### src/rtl/gpBusPkg.sv
package gpBusPkg;

  typedef enum logic [2:0] {
    ST_IDLE,
    ST_RD_ADDR,
    ST_RD_CAP,
    ST_WR_ONE,
    ST_WR_ADDR,
    ST_WR_DATA
  } busState_t;

  // strobes from control to datapath
  typedef struct packed {
    logic load;
    logic addrOn;
    logic dataOn;
    logic capture;
  } busCtl_t;

  localparam logic [1:0] ASZ_NONE = 2'b00;
  localparam logic [1:0] ASZ_4    = 2'b01;
  localparam logic [1:0] ASZ_12   = 2'b10;
  localparam logic [1:0] ASZ_20   = 2'b11;

endpackage

### src/rtl/gpBusCtrl.sv
module gpBusCtrl
  import gpBusPkg::*;
(
  input  logic    clk,
  input  logic    rstN,
  input  logic    reqValid,
  input  logic    reqWrite,
  input  logic    cfgStrobeEn,
  input  logic    cfgWrTwoCycle,
  output logic    reqReady,
  output logic    busRd,
  output logic    busWr,
  output busCtl_t ctl
);

  busState_t state, nextState;
  logic      strobeOn;

  always_ff @(posedge clk or negedge rstN) begin
    if (!rstN) begin
      state    <= ST_IDLE;
      strobeOn <= 1'b0;
    end else begin
      state <= nextState;
      if (ctl.load) strobeOn <= cfgStrobeEn | cfgWrTwoCycle;
    end
  end

  always_comb begin
    nextState = state;
    reqReady  = 1'b0;
    busRd     = 1'b0;
    busWr     = 1'b0;
    ctl       = '0;
    unique case (state)
      ST_IDLE: begin
        reqReady = 1'b1;
        if (reqValid) begin
          ctl.load = 1'b1;
          if (!reqWrite)         nextState = ST_RD_ADDR;
          else if (cfgWrTwoCycle) nextState = ST_WR_ADDR;
          else                    nextState = ST_WR_ONE;
        end
      end
      ST_RD_ADDR: begin
        busRd      = strobeOn;
        ctl.addrOn = 1'b1;
        nextState  = ST_RD_CAP;
      end
      ST_RD_CAP: begin
        ctl.addrOn  = 1'b1;
        ctl.capture = 1'b1;
        nextState   = ST_IDLE;
      end
      ST_WR_ONE: begin
        busWr      = strobeOn;
        ctl.addrOn = 1'b1;
        ctl.dataOn = 1'b1;
        nextState  = ST_IDLE;
      end
      ST_WR_ADDR: begin
        busWr      = strobeOn;
        ctl.addrOn = 1'b1;
        nextState  = ST_WR_DATA;
      end
      ST_WR_DATA: begin
        ctl.addrOn = 1'b1;
        ctl.dataOn = 1'b1;
        nextState  = ST_IDLE;
      end
      default: nextState = ST_IDLE;
    endcase
  end

  AST_ONE_ACCEPT: assert property (@(posedge clk) disable iff (!rstN)
    (reqValid && reqReady) |=> !reqReady);
  AST_READ_PAIR: assert property (@(posedge clk) disable iff (!rstN)
    busRd |=> (!busRd && ctl.capture));
  AST_SPLIT_WRITE: assert property (@(posedge clk) disable iff (!rstN)
    (state == ST_WR_ADDR) |=> (ctl.dataOn && !busWr));
  AST_STROBES_OFF: assert property (@(posedge clk) disable iff (!rstN)
    (reqValid && reqReady && !cfgStrobeEn && !cfgWrTwoCycle) |=> (!busRd && !busWr));
  AST_FORCED_STROBE: assert property (@(posedge clk) disable iff (!rstN)
    (reqValid && reqReady && cfgWrTwoCycle) |=> (busRd || busWr));
  AST_STROBE_EXCL: assert property (@(posedge clk) disable iff (!rstN)
    !(busRd && busWr) && !(busRd && ctl.dataOn));

endmodule

### src/rtl/gpBusDatapath.sv
module gpBusDatapath
  import gpBusPkg::*;
#(
  parameter int ADDR_W = 20,
  parameter int DATA_W = 16
) (
  input  logic              clk,
  input  logic              rstN,
  input  busCtl_t           ctl,
  input  logic [ADDR_W-1:0] reqAddr,
  input  logic [DATA_W-1:0] reqWdata,
  input  logic [1:0]        cfgAddrSize,
  input  logic [DATA_W-1:0] busDin,
  output logic [ADDR_W-1:0] busAddr,
  output logic [DATA_W-1:0] busDout,
  output logic              busOe,
  output logic              rspValid,
  output logic [DATA_W-1:0] rspData
);

  localparam int NARROW_BITS = 4;
  localparam int MID_BITS    = 12;
  localparam int WIDE_BITS   = 20;

  logic [ADDR_W-1:0] keepMask;
  logic [ADDR_W-1:0] addrReg;
  logic [DATA_W-1:0] dataReg;

  for (genvar i = 0; i < ADDR_W; i++) begin : g_mask
    assign keepMask[i] = ((cfgAddrSize == ASZ_4)  && (i < NARROW_BITS)) ||
                         ((cfgAddrSize == ASZ_12) && (i < MID_BITS))    ||
                         ((cfgAddrSize == ASZ_20) && (i < WIDE_BITS));
  end

  always_ff @(posedge clk or negedge rstN) begin
    if (!rstN) begin
      addrReg  <= '0;
      dataReg  <= '0;
      rspValid <= 1'b0;
      rspData  <= '0;
    end else begin
      if (ctl.load) begin
        addrReg <= reqAddr & keepMask;
        dataReg <= reqWdata;
      end
      rspValid <= ctl.capture;
      if (ctl.capture) rspData <= busDin;
    end
  end

  assign busAddr = ctl.addrOn ? addrReg : '0;
  assign busDout = ctl.dataOn ? dataReg : '0;
  assign busOe   = ctl.dataOn;

  AST_RSP_CAPTURE: assert property (@(posedge clk) disable iff (!rstN)
    ctl.capture |=> (rspValid && rspData == $past(busDin)));
  AST_RSP_SINGLE: assert property (@(posedge clk) disable iff (!rstN)
    rspValid |=> !rspValid);
  AST_NO_ADDR: assert property (@(posedge clk) disable iff (!rstN)
    (ctl.load && cfgAddrSize == ASZ_NONE) |=> (busAddr == '0));

endmodule

### src/rtl/gpBusMaster.sv
module gpBusMaster
  import gpBusPkg::*;
#(
  parameter int ADDR_W = 20,
  parameter int DATA_W = 16
) (
  input  logic              clk,
  input  logic              rstN,
  input  logic              reqValid,
  input  logic              reqWrite,
  input  logic [ADDR_W-1:0] reqAddr,
  input  logic [DATA_W-1:0] reqWdata,
  output logic              reqReady,
  output logic              rspValid,
  output logic [DATA_W-1:0] rspData,
  input  logic              cfgStrobeEn,
  input  logic              cfgWrTwoCycle,
  input  logic [1:0]        cfgAddrSize,
  output logic [ADDR_W-1:0] busAddr,
  output logic [DATA_W-1:0] busDout,
  input  logic [DATA_W-1:0] busDin,
  output logic              busOe,
  output logic              busRd,
  output logic              busWr
);

  busCtl_t ctl;

  gpBusCtrl uCtrl (
    .clk           (clk),
    .rstN          (rstN),
    .reqValid      (reqValid),
    .reqWrite      (reqWrite),
    .cfgStrobeEn   (cfgStrobeEn),
    .cfgWrTwoCycle (cfgWrTwoCycle),
    .reqReady      (reqReady),
    .busRd         (busRd),
    .busWr         (busWr),
    .ctl           (ctl)
  );

  gpBusDatapath #(.ADDR_W(ADDR_W), .DATA_W(DATA_W)) uPath (
    .clk         (clk),
    .rstN        (rstN),
    .ctl         (ctl),
    .reqAddr     (reqAddr),
    .reqWdata    (reqWdata),
    .cfgAddrSize (cfgAddrSize),
    .busDin      (busDin),
    .busAddr     (busAddr),
    .busDout     (busDout),
    .busOe       (busOe),
    .rspValid    (rspValid),
    .rspData     (rspData)
  );

  AST_OE_WITH_WRITE: assert property (@(posedge clk) disable iff (!rstN)
    busOe |-> !busRd);

endmodule

### config.mk
export PLATFORM = sky130hd
export DESIGN_NAME = gpBusMaster
export DESIGN_NICKNAME = d
export VERILOG_FILES = /design/src/rtl/gpBusPkg.sv /design/src/rtl/gpBusCtrl.sv /design/src/rtl/gpBusDatapath.sv /design/src/rtl/gpBusMaster.sv
export SDC_FILE = /design/constraint.sdc
export NUM_CORES = 1
export LEC_CHECK = 0
export ABC_CLOCK_PERIOD_IN_PS = 1900
export BUFFER_PORTS_ARGS = -buffer_cell sky130_fd_sc_hd__buf_2
export CAP_MARGIN = 10
export CORE_MARGIN = 8
export CORE_UTILIZATION = 30
export CTS_BUF_LIST = sky130_fd_sc_hd__clkbuf_2 sky130_fd_sc_hd__clkbuf_4 sky130_fd_sc_hd__clkbuf_8
export DETAILED_ROUTE_END_ITERATION = 6
export HOLD_SLACK_MARGIN = 0.06
export SLEW_MARGIN = 10
export SYNTH_ARGS = -nofsm -noshare
export SYNTH_HDL_FRONTEND = slang
export SYNTH_SLANG_ARGS = --single-unit
### constraint.sdc
create_clock -name clk -period 1.9 [get_ports clk]
set_input_delay 0.095 -clock clk [delete_from_list [all_inputs] [get_ports clk]]
set_output_delay 0.095 -clock clk [all_outputs]
set_load 0.02 [all_outputs]
==> flow_summary.rst <==
.. list-table::
   :header-rows: 1

   * - Metric
     - Value
   * - Count of state elements after synthesis
     - 57
   * - Dominant register cell in the synthesized netlist
     - dfrtp_1
   * - Maximum level of the CTS H-tree
     - 3
   * - Worst Tran Pin Value
     - 0.640 ns
   * - FF-to-FF path depth
     - 3
   * - Number of setup buffers added after CTS
     - 0
   * - Die outline width
     - 113 microns
   * - Hold Violations, Final
     - 0
   * - Run status
     - completed
   * - Critical path fanouts, max
     - 10
   * - Post-layout power
     - about 6600 uW
   * - Static leakage
     - approximately 0.0022 uW
   * - Layout cell share with drive strength beyond 1
     - 0.483
   * - Row count
     - 35
   * - Initial antenna violation count
     - 0
   * - Share of the clock period used by the worst path after layout
     - 0.960
   * - Critical path's top delay family
     - flip-flops
   * - End point of the worst hold path
     - uCtrl.strobeOn
   * - Slew HR
     - 0.573
   * - IR Drop Worst-Case VDD
     - around 0.00062 V
   * - Via density per instance
     - about 4.4
   * - Highest achievable clock rate
     - 0.548 GHz
   * - Vias in the first global route
     - ~2500
   * - Total number of clock tree sinks
     - between 50 and 60
   * - Buffers & Inverters on Critical Path
     - 1
   * - Cell chosen for the clock root
     - clkbuf_8
   * - Number of buffers created by CTS
     - 9
   * - Critical path launch point type
     - register
   * - All-layer global routing usage
     - 0.124
   * - EDFF count, synth
     - 0
   * - Overflow left after global routing
     - 0
   * - Wire length of the first global-routing pass
     - ~13000 microns
   * - Register Area
     - between 1000 and 1500 sq um
   * - Number of instances in the synthesized netlist
     - approximately 220
   * - I/O pin total
     - about 120
   * - Nature of the critical path endpoint
     - primary output
   * - Classification of the worst-slack hold path
     - in -> reg
   * - Placer's final routability congestion estimate
     - slightly above 0.7
   * - HP Start
     - cfgWrTwoCycle
   * - Worst-path cell chain
     - or3b_2, a21oi_1, buf_2
   * - Biggest cell delay along the critical path
     - around 0.60 ns
   * - Clock slew at reported path FFs
     - 0.06 ns
   * - Reg2Reg Setup Slack
     - between 0.2 and 0.25 ns
   * - Slowest cell on crit path
     - dfrtp_1
   * - Antenna Diode Count
     - 0
   * - Post-synthesis to final-layout area growth
     - 47.6%
   * - Per-cell routed wire length
     - 15.6 microns
   * - Final-report max-slew violation count
     - 0
   * - Final setup TNS
     - 0 ns
   * - Half-perimeter wire length after detailed placement
     - around 5300 microns
   * - Die H
     - around 110 microns
   * - Clock period minus final worst setup slack
     - roughly 1.8 ns
   * - Via total after detailed routing
     - 2192
   * - Ys async rst share
     - 1.00
   * - Leading post-synthesis cells by instance count
     - 57 x dfrtp_1, 26 x mux2_4, 17 x and3b_1
   * - Port Buf Inserts
     - 116
   * - Final worst clock skew
     - roughly 0.0067 ns
   * - Cells taking the most area after synthesis
     - dfrtp_1 51%, mux2_4 14%, mux2_2 5.6%, and3b_1 5.3%, mux2i_1 4.6%
   * - Buffer levels on the longest clock path
     - 2
   * - Start of the worst register-to-register path
     - uCtrl.state[0]
   * - First drt pass iteration count
     - 4
   * - Data required time of the worst path
     - ~1.8 ns
   * - Min Hold Slack
     - slightly below 0.09 ns
   * - Critical path type
     - reg -> out
   * - Initial standard-cell utilization of the core
     - 0.308
   * - Fraction of synthesized cell area taken by the top area cell type
     - 0.507
   * - Largest net degree at the start of global routing
     - 33
   * - Count of maximum capacitance violations
     - 0
   * - Setup-failing EPs final
     - 0
   * - Cell Area, Synth
     - about 2800 sq um
   * - Area of the core
     - 9150 sq um
   * - Number of unique standard cell types used by synthesis
     - 27
   * - Final Net Count
     - 440
   * - Clock latency on the worst-skew pair
     - about 0.33 ns
   * - ANT nets after route
     - 0
   * - Total area of multi-input combinational cells
     - approximately 1200 sq um
   * - Area of the die
     - 12700 sq um
   * - Average instance area after synthesis
     - around 13 sq um
   * - Reg2Reg Capture Point
     - uPath.addrReg[15]
   * - Number of warning messages in the yosys log
     - 0
   * - First DRT Iteration DRCs
     - 52
   * - TritonCTS clock tree
     - built
   * - Power Density
     - 1580 nW/um^2
   * - Detailed-route wire length
     - between 7000 and 8000 microns
   * - Net count of the mapped netlist
     - between 200 and 300
   * - Cell type with the largest total area after synthesis
     - dfrtp_1
   * - Share of synthesized area occupied by flip-flops and latches
     - 0.507
   * - CP arrival
     - 1.73 ns
   * - Most instantiated library cell after synthesis
     - dfrtp_1
   * - Number of filler instances in the final layout
     - just over 800
   * - Drt drc
     - 0
   * - Worst hold path cell count
     - 3
   * - Unrepaired setup endpoints after global routing
     - false
[worst max path at each step]
stage | startpoint | end | slack (ns) | cells after the start
floorplan | uCtrl.state[2] | busAddr[12] | 0.36 | 4
finish | uCtrl.state[2] | busWr | 0.08 | 3
CTS | uCtrl.state[2] | busAddr[14] | 0.04 | 3
detailed placement | uCtrl.state[0] | uPath.addrReg[15] | 0.23 | 3
global placement | uCtrl.state[0] | uPath.addrReg[14] | 0.27 | 3
global route | uCtrl.state[2] | busWr | 0.003 | 3
[cells in the final DEF (no fill, tap or decap), types with 2 or more instances in the layout]
cell type | Yosys | routed
buf_2 | 0 | 116
mux2_4 | 26 | 26
and3b_1 | 17 | 17
clkbuf_4 | 0 | 3
and3_1 | 9 | 9
nor3b_1 | 8 | 8
inv_1 | 13 | 13
dfrtp_1 | 57 | 57
nor2_1 | 3 | 3
dlygate4sd3_1 | 0 | 46
nor3_1 | 14 | 13
clkbuf_8 | 0 | 10
buf_4 | 1 | 6
clkinv_2 | 0 | 2
mux2_2 | 14 | 14
mux2i_1 | 13 | 13
o21a_1 | 2 | 2
buf_12 | 3 | 3
nand2_1 | 8 | 8
o21ai_0 | 4 | 4
[logic make-up after synthesis]
group,share of synthesized area
buf+inv,0.0707
simple gates,0.160
flops,0.507
mux,0.241
xor+xnor,0.00311
compound gates,0.0191
[stage by stage]
stage           util  instance area, sq um  setup WS [ns]  instances
6_report       0.454                  4160         0.0759        496
5_1_grt        0.454                  4160        0.00348        496
4_1_cts        0.454                  4160         0.0398        496
3_5_place_dp   0.382                  3490          0.229        434
3_3_place_gp   0.382                  3490          0.269        434
2_1_floorplan      -                  2820          0.359        216
[sequential cells by signal, indices dropped and copies added (netlist names)]
name / count
uPath.rspValid: 1
uCtrl.state: 3
uPath.addrReg: 20
uCtrl.strobeOn: 1
uPath.rspData: 16
uPath.dataReg: 16
[layout make-up]
class	count	share of cell area
timing repair buffer	171	0.276
clock inverter	3	0.00963
inverter	13	0.0117
tap	111	0.0334
sequential	57	0.343
clock buffer	13	0.0385
multi-input combinational	128	0.288
[worst register-to-register path, cell delays in order (launching register included)]
cell     delay, ns
dfrtp_1       0.50
nor4b_4       0.46
buf_12        0.24
mux2_2        0.36
[metal layers]
| metal | GRT usage | vias up | wire [microns] |
|---|---|---|---|
| met5 | 0 | - | 0 |
| met4 | 0.0542 | 0 | 53 |
| met3 | 0.0346 | 5 | 480 |
| met2 | 0.195 | 79 | 3570 |
| met1 | 0.155 | 1033 | 3620 |
| li1 | - | 1075 | - |
[repair_timing]
item	4_1_cts	5_1_grt
hold endpoints to repair	70	0
hold buffers	46	0
endpoints found under the setup margin	0	11
gates resized for setup	0	1
[power breakdown]
| part | switching [uW] | leakage, uW | internal (uW) | total, uW |
|---|---|---|---|---|
| clock | 485 | 0.000108 | 682 | 1170 |
| combinational | 1660 | 0.00138 | 1580 | 3240 |
| sequential | 337 | 0.000698 | 1800 | 2140 |
| total | 2490 | 0.00219 | 4070 | 6550 |
No activity file was read; power rests on OpenSTA's default activity.
